## src/rtl/intc_pkg.sv

```systemverilog
`timescale 1ns/1ps
package intc_pkg;
  localparam int KEY_W = 5;
  localparam int LVL_W = 3;
  localparam int VEC_W = 8;
  localparam int CTRL_W = 8;
  localparam int AUTO_BIT = 7;
  localparam logic [VEC_W-1:0] AUTO_BASE = 8'd24;
  localparam logic [VEC_W-1:0] DFLT_VEC = 8'h0F;

  // reset control value per source index
  function automatic logic [CTRL_W-1:0] ctrl_rst(int unsigned idx);
    if (idx >= 1 && idx <= 7) return CTRL_W'(idx * 4);
    else if (idx == 8)        return 8'h1C;
    else if (idx <= 11)       return 8'h80;
    else                      return 8'h00;
  endfunction
endpackage

```

## src/rtl/intc_regs.sv

```systemverilog
`timescale 1ns/1ps
module intc_regs
  import intc_pkg::*;
#(
  parameter int NSRC      = 13,
  parameter int AW        = 8,
  parameter int DW        = 16,
  parameter int CTRL_BASE = 'h14,
  parameter int MASK_ADDR = 'h36,
  parameter int PEND_ADDR = 'h3A,
  parameter int SWV_ADDR  = 'h48,
  parameter int PV0_ADDR  = 'h49,
  parameter int PV1_ADDR  = 'h4A,
  parameter int MASK_RST  = 'h3FFE
) (
  input  logic                         clk_i,
  input  logic                         rst_ni,
  input  logic [NSRC:1]                src_i,
  input  logic                         we_i,
  input  logic [AW-1:0]                addr_i,
  input  logic [DW-1:0]                wdata_i,
  output logic [DW-1:0]                rdata_o,
  output logic [NSRC:1][KEY_W-1:0]     key_o,
  output logic [NSRC:1]                auto_o,
  output logic [NSRC:1]                mask_o,
  output logic [NSRC:1]                pend_o,
  output logic [VEC_W-1:0]             swv_o,
  output logic [VEC_W-1:0]             pv0_o,
  output logic [VEC_W-1:0]             pv1_o
);
  logic [CTRL_W-1:0] ctrl_q [NSRC:1];
  logic [DW-1:0]     mask_q;
  logic [NSRC:1]     pend_q;
  logic [VEC_W-1:0]  swv_q, pv0_q, pv1_q;

  function automatic logic hit(int a);
    return we_i && (addr_i == AW'(a));
  endfunction

  always_ff @(posedge clk_i or negedge rst_ni) begin
    if (!rst_ni) begin
      for (int i = 1; i <= NSRC; i++) ctrl_q[i] <= ctrl_rst(i);
    end else begin
      for (int i = 1; i <= NSRC; i++)
        if (hit(CTRL_BASE + i - 1)) ctrl_q[i] <= wdata_i[CTRL_W-1:0];
    end
  end

  always_ff @(posedge clk_i or negedge rst_ni) begin
    if (!rst_ni) begin
      mask_q <= DW'(MASK_RST);
      swv_q  <= DFLT_VEC;
      pv0_q  <= DFLT_VEC;
      pv1_q  <= DFLT_VEC;
    end else begin
      if (hit(MASK_ADDR)) mask_q <= wdata_i;
      if (hit(SWV_ADDR))  swv_q  <= wdata_i[VEC_W-1:0];
      if (hit(PV0_ADDR))  pv0_q  <= wdata_i[VEC_W-1:0];
      if (hit(PV1_ADDR))  pv1_q  <= wdata_i[VEC_W-1:0];
    end
  end

  // pending stage: plain sample of the level inputs
  always_ff @(posedge clk_i or negedge rst_ni) begin
    if (!rst_ni) pend_q <= '0;
    else         pend_q <= src_i;
  end

  always_comb begin
    rdata_o = '0;
    for (int i = 1; i <= NSRC; i++)
      if (addr_i == AW'(CTRL_BASE + i - 1)) rdata_o = DW'(ctrl_q[i]);
    if (addr_i == AW'(MASK_ADDR)) rdata_o = mask_q;
    if (addr_i == AW'(PEND_ADDR)) rdata_o = DW'({pend_q, 1'b0});
    if (addr_i == AW'(SWV_ADDR))  rdata_o = DW'(swv_q);
    if (addr_i == AW'(PV0_ADDR))  rdata_o = DW'(pv0_q);
    if (addr_i == AW'(PV1_ADDR))  rdata_o = DW'(pv1_q);
  end

  always_comb begin
    for (int i = 1; i <= NSRC; i++) begin
      key_o[i]  = ctrl_q[i][KEY_W-1:0];
      auto_o[i] = ctrl_q[i][AUTO_BIT];
    end
  end

  assign mask_o = mask_q[NSRC:1];
  assign pend_o = pend_q;
  assign swv_o  = swv_q;
  assign pv0_o  = pv0_q;
  assign pv1_o  = pv1_q;

  p_pend_tracks_r3: assert property (@(posedge clk_i) disable iff (!rst_ni)
    1'b1 |=> pend_o == $past(src_i));
endmodule

```

## src/rtl/intc_arbiter.sv

```systemverilog
`timescale 1ns/1ps
module intc_arbiter
  import intc_pkg::*;
#(
  parameter int NSRC = 13,
  localparam int IW  = $clog2(NSRC + 1)
) (
  input  logic                     clk_i,
  input  logic                     rst_ni,
  input  logic [NSRC:1][KEY_W-1:0] key_i,
  input  logic [NSRC:1]            mask_i,
  input  logic [NSRC:1]            pend_i,
  output logic                     valid_o,
  output logic [IW-1:0]            idx_o,
  output logic [LVL_W-1:0]         lvl_o
);
  logic [KEY_W-1:0] best_key;
  logic [IW-1:0]    best_idx;

  // ascending scan, strict compare keeps the lowest index on ties
  always_comb begin
    best_key = '0;
    best_idx = '0;
    for (int i = 1; i <= NSRC; i++) begin
      if (pend_i[i] && !mask_i[i] && (key_i[i] > best_key)) begin
        best_key = key_i[i];
        best_idx = IW'(i);
      end
    end
  end

  // keys below 4 carry level 0 and are never presented
  assign valid_o = best_key[KEY_W-1:KEY_W-LVL_W] != '0;
  assign idx_o   = best_idx;
  assign lvl_o   = best_key[KEY_W-1:KEY_W-LVL_W];

  p_winner_live_r4: assert property (@(posedge clk_i) disable iff (!rst_ni)
    valid_o |-> (pend_i[idx_o] && !mask_i[idx_o]));
  p_winner_key_r5: assert property (@(posedge clk_i) disable iff (!rst_ni)
    valid_o |-> key_i[idx_o][KEY_W-1:KEY_W-LVL_W] == lvl_o);
endmodule

```

## src/rtl/intc_vector.sv

```systemverilog
`timescale 1ns/1ps
module intc_vector
  import intc_pkg::*;
#(
  parameter int NSRC    = 13,
  parameter int SWV_SRC = 8,
  parameter int PV0_SRC = 12,
  parameter int PV1_SRC = 13,
  localparam int IW     = $clog2(NSRC + 1)
) (
  input  logic              clk_i,
  input  logic              rst_ni,
  input  logic              valid_i,
  input  logic [IW-1:0]     idx_i,
  input  logic [LVL_W-1:0]  lvl_i,
  input  logic [NSRC:1]     auto_i,
  input  logic [VEC_W-1:0]  swv_i,
  input  logic [VEC_W-1:0]  pv0_i,
  input  logic [VEC_W-1:0]  pv1_i,
  output logic [LVL_W-1:0]  lvl_o,
  output logic [VEC_W-1:0]  vec_o
);
  logic [VEC_W-1:0] user_vec;
  logic [VEC_W-1:0] vec_d;
  logic [LVL_W-1:0] lvl_d;

  always_comb begin
    if (idx_i == IW'(SWV_SRC))      user_vec = swv_i;
    else if (idx_i == IW'(PV0_SRC)) user_vec = pv0_i;
    else if (idx_i == IW'(PV1_SRC)) user_vec = pv1_i;
    else                            user_vec = DFLT_VEC;
  end

  always_comb begin
    lvl_d = '0;
    vec_d = '0;
    if (valid_i) begin
      lvl_d = lvl_i;
      vec_d = auto_i[idx_i] ? AUTO_BASE + VEC_W'(lvl_i) : user_vec;
    end
  end

  always_ff @(posedge clk_i or negedge rst_ni) begin
    if (!rst_ni) begin
      lvl_o <= '0;
      vec_o <= '0;
    end else begin
      lvl_o <= lvl_d;
      vec_o <= vec_d;
    end
  end

  p_idle_zero_r6: assert property (@(posedge clk_i) disable iff (!rst_ni)
    !valid_i |=> (lvl_o == '0 && vec_o == '0));
  p_autovec_r7: assert property (@(posedge clk_i) disable iff (!rst_ni)
    (valid_i && auto_i[idx_i]) |=> vec_o == AUTO_BASE + VEC_W'(lvl_o));
  p_one_edge_r9: assert property (@(posedge clk_i) disable iff (!rst_ni)
    valid_i |=> (lvl_o == $past(lvl_i) && lvl_o != '0));
endmodule

```

## src/rtl/prio_vec_intc.sv

```systemverilog
`timescale 1ns/1ps
module prio_vec_intc
  import intc_pkg::*;
#(
  parameter int NSRC      = 13,
  parameter int AW        = 8,
  parameter int DW        = 16,
  parameter int CTRL_BASE = 'h14,
  parameter int MASK_ADDR = 'h36,
  parameter int PEND_ADDR = 'h3A,
  parameter int SWV_ADDR  = 'h48,
  parameter int PV0_ADDR  = 'h49,
  parameter int PV1_ADDR  = 'h4A,
  parameter int MASK_RST  = 'h3FFE,
  parameter int SWV_SRC   = 8,
  parameter int PV0_SRC   = 12,
  parameter int PV1_SRC   = 13
) (
  input  logic              clk_i,
  input  logic              rst_ni,
  input  logic [NSRC:1]     src_i,
  input  logic              reg_we_i,
  input  logic [AW-1:0]     reg_addr_i,
  input  logic [DW-1:0]     reg_wdata_i,
  output logic [DW-1:0]     reg_rdata_o,
  output logic [2:0]        irq_level_o,
  output logic [7:0]        irq_vector_o
);
  localparam int IW = $clog2(NSRC + 1);

  logic [NSRC:1][KEY_W-1:0] key;
  logic [NSRC:1]            auto_en, mask, pend;
  logic [VEC_W-1:0]         swv, pv0, pv1;
  logic                     win_valid;
  logic [IW-1:0]            win_idx;
  logic [LVL_W-1:0]         win_lvl;

  intc_regs #(
    .NSRC(NSRC), .AW(AW), .DW(DW), .CTRL_BASE(CTRL_BASE), .MASK_ADDR(MASK_ADDR),
    .PEND_ADDR(PEND_ADDR), .SWV_ADDR(SWV_ADDR), .PV0_ADDR(PV0_ADDR),
    .PV1_ADDR(PV1_ADDR), .MASK_RST(MASK_RST)
  ) u_regs (
    .clk_i(clk_i), .rst_ni(rst_ni), .src_i(src_i),
    .we_i(reg_we_i), .addr_i(reg_addr_i), .wdata_i(reg_wdata_i), .rdata_o(reg_rdata_o),
    .key_o(key), .auto_o(auto_en), .mask_o(mask), .pend_o(pend),
    .swv_o(swv), .pv0_o(pv0), .pv1_o(pv1)
  );

  intc_arbiter #(.NSRC(NSRC)) u_arb (
    .clk_i(clk_i), .rst_ni(rst_ni), .key_i(key), .mask_i(mask), .pend_i(pend),
    .valid_o(win_valid), .idx_o(win_idx), .lvl_o(win_lvl)
  );

  intc_vector #(
    .NSRC(NSRC), .SWV_SRC(SWV_SRC), .PV0_SRC(PV0_SRC), .PV1_SRC(PV1_SRC)
  ) u_vec (
    .clk_i(clk_i), .rst_ni(rst_ni), .valid_i(win_valid), .idx_i(win_idx),
    .lvl_i(win_lvl), .auto_i(auto_en), .swv_i(swv), .pv0_i(pv0), .pv1_i(pv1),
    .lvl_o(irq_level_o), .vec_o(irq_vector_o)
  );
endmodule

```

## config.mk

```make
export PLATFORM = sky130hd
export DESIGN_NAME = prio_vec_intc
export DESIGN_NICKNAME = d
export VERILOG_FILES = /design/src/rtl/intc_pkg.sv /design/src/rtl/intc_regs.sv /design/src/rtl/intc_arbiter.sv /design/src/rtl/intc_vector.sv /design/src/rtl/prio_vec_intc.sv
export SDC_FILE = /design/constraint.sdc
export NUM_CORES = 1
export LEC_CHECK = 0
export ABC_AREA = 1
export BUFFER_PORTS_ARGS = -buffer_cell sky130_fd_sc_hd__buf_4
export CAP_MARGIN = 20
export CORE_MARGIN = 5
export CORE_UTILIZATION = 40
export DETAILED_ROUTE_END_ITERATION = 8
export SLEW_MARGIN = 10
export SYNTH_ARGS = -nofsm -noshare
export SYNTH_HDL_FRONTEND = slang
export SYNTH_SLANG_ARGS = --single-unit
```

## constraint.sdc

```tcl
create_clock -name clk_i -period 16.5 [get_ports clk_i]
set_input_delay 1.65 -clock clk_i [delete_from_list [all_inputs] [get_ports clk_i]]
set_output_delay 1.65 -clock clk_i [all_outputs]
set_load 0.02 [all_outputs]
```

==> impl_results.md, run 1 <==
- Clock Sinks: 168
- Met1 usage in global routing: 0.3045
- WL final: 30.13 mm
- Required time worst endpoint: 16.83 ns
- Cell family with most CP delay: simple AND/OR/NAND/NOR gates
- DRT Pass-1 Iters: 6
- Vias in the first global route: 8726
- HP Class: reg2reg
- Syn_area_per_cell: 7.550 um^2
- Share of layout cells above drive strength 1: 0.1769
- Net Count, Synth: 1447
- Met2 Use GR: 0.3306
- Slowest-stage cell, CP: dfstp_2
- Hold-fix buffers at CTS: 0
- Post-synth EDFFs: 0
- Critical Path End Type: register
- CP bufs+invs: 5
- FP Rows: 58
- Final Skew: 0.008221 ns
- Residual DRC: 0
- Fill cells: 2568
- Core box area: 25250 um^2
- Post-route setup slack: 1.513 ns
- Setup crit start kind: register
- Diode count: 0
- Final worst-path cycle share: 0.9083
- Final Max Tran Viols: 0
- Yosys reg bits: 168
- Clk_lat worst skew: 0.43 ns
- Max_slew headroom: 0.3021
- Reg area: 4258 um^2
- Clock transition at path regs: 0.07 ns
- Synth top area share: 0.3040
- Die Area: 29040 um^2
- Area occupied by multi-input gates: 5275 um^2
- Period minus WS final: 14.99 ns
- Pre-CTS WS: 0.6977 ns
- I/O pin cnt: 67
- Outcome: completed
- Total GRT Usage: 0.2095
- Min Hold Slack: 0.4824 ns
- Cell mode on critical path: nand2_1
- Max Fclk: 66.72 MHz
- Top cells by area, synth: dfrtp_1 30%, nand2_1 14%, dfstp_2 11%
- Port bufs: 66
- Global routing usage on met3: 0.03229
- Antenna violations before repair: 0
- Mapped Area: 10290 um^2
- Die width: 170.4 um
- Placed inst area: 11040 um^2
- Dpl hpwl: 21.89 mm
- Final Net Count: 1501
- CP Data Arrival Time: 15.31 ns
- Warnings, synthesis: 0
- Sequential-to-total area share from yosys stat: 0.4137
- Max-cap viol count: 0
- Via count: 9294
- Final instance area: 11740 um^2
- Slew at the pin with the worst max-slew slack: 1.044 ns
- Max clock buf depth: 2
- Synth area leader: dfrtp_1
- Gr ovfl total: 0
- Final ANT Viol Nets: 0
- Routed len/inst: 17.12 um
- Clk root buf: clkbuf_16
- Synth Instances: 1363
- Area Overhead vs Synth: 14.03%
- Unique cell type count in the Yosys netlist: 46
- Vias per cell: 5.281
- Initial Utilization: 0.4075
- Final setup vio count: 0
- Commonest non-fill, non-tap cell in the layout: nand2_1
- CP max FO: 13
- Final Hold Viols: 0
- Largest net degree at the start of global routing: 98
- CTS tree: built
- Commonest non-fill, non-tap cells in the layout: 380 x nand2_1, 187 x o21ai_0, 148 x inv_1, 125 x dfrtp_1, 78 x nor2_1
- Final Util: 0.4647
- First-pass GRT wire length: 48.04 mm
- Top FF cell, synth: dfrtp_1
- Grt peak-use layer: met2
- Critical path type: reg2reg
- H-tree depth: 4
- Initial DRC Count: 786
- CTS Buf Count: 17
- Final GP Congestion: 0.9104
- FFs w/ async S/R, synth: 1.000
- Die Y: 170.4 um
- Critical Path Max Stage Delay: 0.55 ns
-- state kept, by name, indices dropped and copies added (netlist names) --
| name | cells |
|---|---|
| u_regs.swv_o | 8 |
| u_regs.mask_q | 16 |
| u_regs.pend_o | 13 |
| u_vec.lvl_o | 3 |
| u_regs.ctrl_q | 26 |
| u_regs.pv1_o | 8 |
| u_vec.vec_o | 8 |
| u_regs.pv0_o | 8 |
| u_regs.key_o | 65 |
| u_regs.auto_o | 13 |
-- final timing paths --
kind / start / depth (start not counted) / slack, ns / to
worst max-delay path: u_regs.key_o[2] / 102 / 1.51 / u_vec.vec_o[0]
worst min-delay path: u_regs.ctrl_q[46] / 2 / 0.48 / u_regs.ctrl_q[46]
worst max register to register: u_regs.key_o[2] / 102 / 1.51 / u_vec.vec_o[0]
worst min register to register: u_regs.ctrl_q[46] / 2 / 0.48 / u_regs.ctrl_q[46]
max in group asynchronous: rst_ni / 2 / 13.69 / u_regs.ctrl_q[62]
min in group asynchronous: rst_ni / 1 / 1.29 / u_vec.vec_o[1]
-- cell type report --
cell class,instances,share of cell area
inverter,159,0.05086
timing repair buffer,75,0.04809
clock buffer,19,0.03774
tap,330,0.03519
sequential,168,0.3628
clock inverter,13,0.01578
multi-input combinational,996,0.4495
-- cell families after synthesis --
logic type,share of synthesized area
AND/OR/NAND/NOR,0.2800
AO/OA/AOI/OAI,0.1694
buffers and inverters,0.07793
flip-flops,0.4137
adder cells (fa/ha/maj),0.05350
multiplexers,0.005471
-- synth_stat cells (2+ instances only) --
| library cell | number |
|---|---|
| nand2_4 | 6 |
| a221oi_1 | 15 |
| nor4_1 | 2 |
| o21ai_1 | 5 |
| nor2_4 | 3 |
| nor2_1 | 80 |
| nand3b_1 | 13 |
| nand3_2 | 6 |
| nand3_1 | 77 |
| buf_4 | 2 |
| nor2_2 | 11 |
| a21oi_2 | 5 |
| a21oi_1 | 35 |
| clkbuf_1 | 29 |
| nand4_1 | 9 |
| nor3_1 | 8 |
| o22ai_1 | 3 |
| o221ai_1 | 8 |
| o211ai_1 | 12 |
| clkinv_1 | 3 |
| o21bai_1 | 10 |
| buf_2 | 2 |
| nand2_2 | 42 |
| a21oi_4 | 2 |
| dfrtp_1 | 125 |
| inv_1 | 148 |
| o2111ai_1 | 2 |
| inv_2 | 8 |
| mux2_2 | 5 |
| dfstp_2 | 43 |
| ha_1 | 44 |
| buf_6 | 6 |
| o21ai_2 | 4 |
| nand2_1 | 383 |
| o21ai_0 | 196 |
-- per-stage QoR --
| stage | std cells | setup TNS (ns) |
|---|---|---|
| final | 1760 | 0 |
| after global routing | 1760 | -0.07132 |
| after CTS | 1756 | 0 |
| after detailed placement | 1724 | 0 |
| after global placement | 1724 | 0 |
| after floorplan | 1363 | 0 |
-- repair_timing --
action,in CTS,in global routing
resized for setup,0,20
endpoints found under the hold margin,0,0
buffers inserted,0,3
setup endpoints to repair,0,11
-- worst reg2reg max path, delay by kind of cell (launching register included) --
kind,cells,cell delay (ns)
buffers and inverters,5,0.65
AOI/OAI and AO/OA,19,3.11
and+or+nand+nor,66,6.79
DFF,1,0.55
adders and majority gates,12,3.74
-- metal layers --
metal	routed length, um	up-vias	part of all wire
li1	-	4599	-
met1	14400	4402	0.48
met2	13670	260	0.45
met3	1606	33	0.053
met4	453	0	0.015
met5	0	-	0
Power of run 1 is not shown: default switching activity piles up to over one toggle a cycle in this logic, so the estimate is an artifact.
==> inputs of run 2 (changes only) <==
--- a/config.mk
+++ b/config.mk
@@ -6,7 +6,7 @@
 export NUM_CORES = 1
 export LEC_CHECK = 0
 export ABC_AREA = 1
-export BUFFER_PORTS_ARGS = -buffer_cell sky130_fd_sc_hd__buf_4
+export BUFFER_PORTS_ARGS = -buffer_cell sky130_fd_sc_hd__buf_2
 export CAP_MARGIN = 20
 export CORE_MARGIN = 5
 export CORE_UTILIZATION = 40
==> impl_results.md, run 2 (synthesis gave the netlist of run 1 again) <==
- CP bufs+invs: 4
- Slew at the pin with the worst max-slew slack: 1.004 ns
- Slowest-stage cell, CP: dfstp_2
- Initial DRC Count: 685
- H-tree depth: 4
- Critical Path Max Stage Delay: 0.55 ns
- Setup crit start kind: register
- Largest net degree at the start of global routing: 99
- Max reg flops: 65
- Die Area: 29040 um^2
- Final ANT Viol Nets: 0
- Final GP Congestion: 0.9069
- CP max FO: 13
- Period minus WS final: 15.07 ns
- FP Rows: 58
- Max Fclk: 66.36 MHz
- Final Hold Viols: 0
- Required time worst endpoint: 16.83 ns
- Placed inst area: 10880 um^2
- Fill cells: 2507
- Vias per cell: 5.223
- Dpl hpwl: 21.89 mm
- Die Y: 170.4 um
- Final Max Tran Viols: 0
- Cell mode on critical path: nand2_1
- Clk_lat worst skew: 0.44 ns
- Routed len/inst: 17.06 um
- Max clock buf depth: 2
- Fin Setup TNS: 0 ns
- Final Net Count: 1499
- Commonest non-fill, non-tap cell in the layout: nand2_1
- WL final: 29.98 mm
- CTS tree: built
- First-pass GRT wire length: 48.38 mm
- Max-cap viol count: 0
- Diode count: 0
- Hold-fix buffers at CTS: 0
- Dpl cells: 1725
- CP Data Arrival Time: 15.40 ns
- Vias in the first global route: 8598
- Total GRT Usage: 0.2109
- Max_slew headroom: 0.3287
- Area Overhead vs Synth: 12.34%
- Final worst-path cycle share: 0.9132
- Outcome: completed
- CTS Buf Count: 17
- Cell family with most CP delay: simple AND/OR/NAND/NOR gates
- Share of layout cells above drive strength 1: 0.1758
- Critical path type: reg2reg
- Antenna violations before repair: 0
- Port bufs: 66
- Die width: 170.4 um
- Clock Sinks: 168
- Residual DRC: 0
- Critical Path End Type: register
- Gr ovfl total: 0
- Final setup vio count: 0
- I/O pin cnt: 67
- Final Skew: 0.02086 ns
- Via count: 9182
- Commonest non-fill, non-tap cells in the layout: 380 x nand2_1, 187 x o21ai_0, 148 x inv_1, 125 x dfrtp_1, 78 x nor2_1
- Final instance area: 11560 um^2
- Clock transition at path regs: 0.08 ns
- HP Class: reg2reg
- Post-route insts no fill: 1758
- Core box area: 25250 um^2
- Clk root buf: clkbuf_16
- Min Hold Slack: 0.4871 ns
- Initial Utilization: 0.4075
- DRT Pass-1 Iters: 6
-- run 2: cell count changes in the layout (fill, tap and decap cells not counted), moves of 2 or more --
cell | before | now
bufinv_16 | 3 | 1
buf_2 | 0 | 65
inv_8 | 2 | 4
clkinv_8 | 1 | 5
o21ai_1 | 12 | 14
o21ai_2 | 6 | 4
buf_4 | 73 | 6
-- run 2: final timing paths --
| check | to | cells after the start | slack (ns) | start |
|---|---|---|---|---|
| max in group asynchronous | u_regs.key_o[23] | 2 | 13.76 | rst_ni |
| min in group asynchronous | u_vec.lvl_o[2] | 1 | 1.27 | rst_ni |
| setup reg to reg | u_vec.vec_o[0] | 102 | 1.43 | u_regs.key_o[2] |
| hold reg to reg | u_regs.ctrl_q[70] | 2 | 0.49 | u_regs.ctrl_q[70] |
| setup / recovery | u_vec.vec_o[0] | 102 | 1.43 | u_regs.key_o[2] |
| hold / removal | u_regs.ctrl_q[70] | 2 | 0.49 | u_regs.ctrl_q[70] |
-- run 2: through the flow --
step	utilization	worst slack, ns
6_report	0.4578	1.431
5_1_grt	0.4578	-0.02407
4_1_cts	0.4557	0.7382
3_5_place_dp	0.4310	0.7983
3_3_place_gp	0.4305	1.164
2_1_floorplan	-	2.518
-- run 2: tightest hold or removal path: stages (launching register included) --
cell and delay, ns:
dfrtp_1 0.34, nand2_1 0.05, o21ai_0 0.06
-- run 2: layout make-up --
| class | instances | area, um^2 | area share |
|---|---|---|---|
| Multi-Input combinational cell | 996 | 5273 | 0.4561 |
| Clock buffer | 17 | 425.4 | 0.03680 |
| Tap cell | 330 | 412.9 | 0.03571 |
| Timing Repair Buffer | 73 | 392.9 | 0.03398 |
| Clock inverter | 15 | 198.9 | 0.01721 |
| Inverter | 159 | 600.6 | 0.05195 |
| Sequential cell | 168 | 4258 | 0.3683 |
-- run 2: timing repair --
item,CTS,global route
setup endpoints to repair,0,11
resized for setup,0,20
hold endpoints to repair,0,0
buffers inserted,0,1
-- run 2: routing by layer --
| layer | GRT usage | part of all wire | vias up |
|---|---|---|---|
| li1 | - | - | 4602 |
| met1 | 0.3106 | 0.48 | 4305 |
| met2 | 0.3234 | 0.45 | 242 |
| met3 | 0.03949 | 0.054 | 33 |
| met4 | 0.04826 | 0.018 | 0 |
| met5 | 0 | 0 | - |
Power of run 2 is left out for the same reason.
==> inputs of run 3 (changes only) <==
--- a/config.mk
+++ b/config.mk
@@ -10,6 +10,7 @@
 export CAP_MARGIN = 20
 export CORE_MARGIN = 5
 export CORE_UTILIZATION = 40
+export CTS_BUF_LIST = sky130_fd_sc_hd__clkbuf_4
 export DETAILED_ROUTE_END_ITERATION = 8
 export SLEW_MARGIN = 10
 export SYNTH_ARGS = -nofsm -noshare
==> impl_results.md, run 3 (synthesis gave the netlist of run 1 again) <==
- Critical Path End Type: register
- Critical Path Max Stage Delay: 0.42 ns
- CP max FO: 13
- DRT Pass-1 Iters: 5
- Outcome: completed
- Antenna violations before repair: 1
- Gr ovfl total: 0
- Max_slew headroom: 0.3258
- Total GRT Usage: 0.2106
- Largest net degree at the start of global routing: 99
- Max clock buf depth: 2
- Area occupied by multi-input gates: 5268 um^2
- Clk root buf: clkbuf_4
- Period minus WS final: 15.09 ns
- Port bufs: 66
- Die Y: 170.4 um
- Clock transition at path regs: 0.18 ns
- Share of layout cells above drive strength 1: 0.1758
- Final Skew: 0.03595 ns
- Final Net Count: 1499
- Initial Utilization: 0.4075
- Vias in the first global route: 8548
- FP Rows: 58
- HP Class: reg2reg
- CP bufs+invs: 2
- Required time worst endpoint: 17.01 ns
- Slew at the pin with the worst max-slew slack: 1.010 ns
- Die width: 170.4 um
- CTS tree: built
- Final Max Tran Viols: 0
- Final setup vio count: 0
- WL final: 29.98 mm
- Post-route setup slack: 1.410 ns
- CTS Buf Count: 17
- Final Hold Viols: 0
- Fill cells: 2548
- Max reg flops: 65
- Pre-CTS WS: 0.7983 ns
- Final worst-path cycle share: 0.9145
- CP Data Arrival Time: 15.60 ns
- Critical path type: reg2reg
- Dpl hpwl: 21.89 mm
- Area Overhead vs Synth: 9.447%
- I/O pin cnt: 67
- Hold-fix buffers at CTS: 0
- Clk_lat worst skew: 0.59 ns
- Residual DRC: 0
- First-pass GRT wire length: 48.11 mm
- Reg area: 4258 um^2
- Commonest non-fill, non-tap cells in the layout: 380 x nand2_1, 185 x o21ai_0, 148 x inv_1, 125 x dfrtp_1, 78 x nor2_1
- Cell mode on critical path: nand2_1
- Setup crit start kind: register
- H-tree depth: 4
- Max Fclk: 66.27 MHz
- Die Area: 29040 um^2
- Commonest non-fill, non-tap cell in the layout: nand2_1
- Max-cap viol count: 0
- Clock Sinks: 168
- Core box area: 25250 um^2
- Vias per cell: 5.220
- Slowest-stage cell, CP: dfstp_2
- Final GP Congestion: 0.9069
- Via count: 9187
- Cell family with most CP delay: simple AND/OR/NAND/NOR gates
- Routed len/inst: 17.03 um
- Final ANT Viol Nets: 0
- Min Hold Slack: 0.5040 ns
- Initial DRC Count: 810
==> run 3: changes by cell type in the layout (fill, tap and decap cells not counted), moves of 2 or more <==
cell / delta
diode_2: +2
o21ai_1: +2
clkbuf_16: -17
clkbuf_4: +17
o21ai_0: -2
==> run 3: final timing paths <==
kind,from,endpoint,slack [ns],cells after the start
max reg2reg,u_regs.mask_q[1],u_vec.vec_o[0],1.41,97
min reg2reg,u_regs.ctrl_q[46],u_regs.ctrl_q[46],0.50,2
min in group asynchronous,rst_ni,u_vec.lvl_o[2],1.12,1
min,u_regs.ctrl_q[46],u_regs.ctrl_q[46],0.50,2
max,u_regs.mask_q[1],u_vec.vec_o[0],1.41,97
max in group asynchronous,rst_ni,u_regs.key_o[23],13.90,2
==> run 3: metal layers <==
| metal | GRT usage | vias up | wire [um] |
|---|---|---|---|
| met3 | 0.03949 | 33 | 1809 |
| met2 | 0.3224 | 270 | 13460 |
| met4 | 0.04722 | 0 | 566 |
| met1 | 0.3108 | 4284 | 14150 |
| met5 | 0 | - | 0 |
| li1 | - | 4600 | - |
==> run 3: final cells by class <==
class / instances / share of cell area
inverter: 159 / 0.05332
antenna: 2 / 0.0004443
timing repair buffer: 73 / 0.03488
multi-input combinational: 996 / 0.4677
clock buffer: 17 / 0.01133
tap: 330 / 0.03666
clock inverter: 15 / 0.01766
sequential: 168 / 0.3780
==> run 3: stage by stage <==
| step | TNS (ns) | instances | util | instance area (um^2) |
|---|---|---|---|---|
| after CTS | 0 | 1757 | 0.4439 | 11210 |
| after floorplan | 0 | 1363 | - | 10290 |
| final | 0 | 1760 | 0.4460 | 11260 |
| after global placement | 0 | 1724 | 0.4305 | 10870 |
| after detailed placement | 0 | 1725 | 0.4310 | 10880 |
| after global routing | -0.01194 | 1760 | 0.4460 | 11260 |
==> run 3: timing repair <==
action	4_1_cts	5_1_grt
setup endpoints to repair	0	11
gates resized for setup	0	21
endpoints found under the hold margin	0	0
buffers inserted	0	1
==> run 3: worst register-to-register path, delay by kind of cell (launching register included) <==
family / cells / cell delay [ns]
and+or+nand+nor: 62 / 7.04
AOI/OAI and AO/OA: 21 / 3.53
adders and majority gates: 12 / 3.71
buffers and inverters: 2 / 0.28
DFF: 1 / 0.42
Power of run 3 is left out for the same reason.
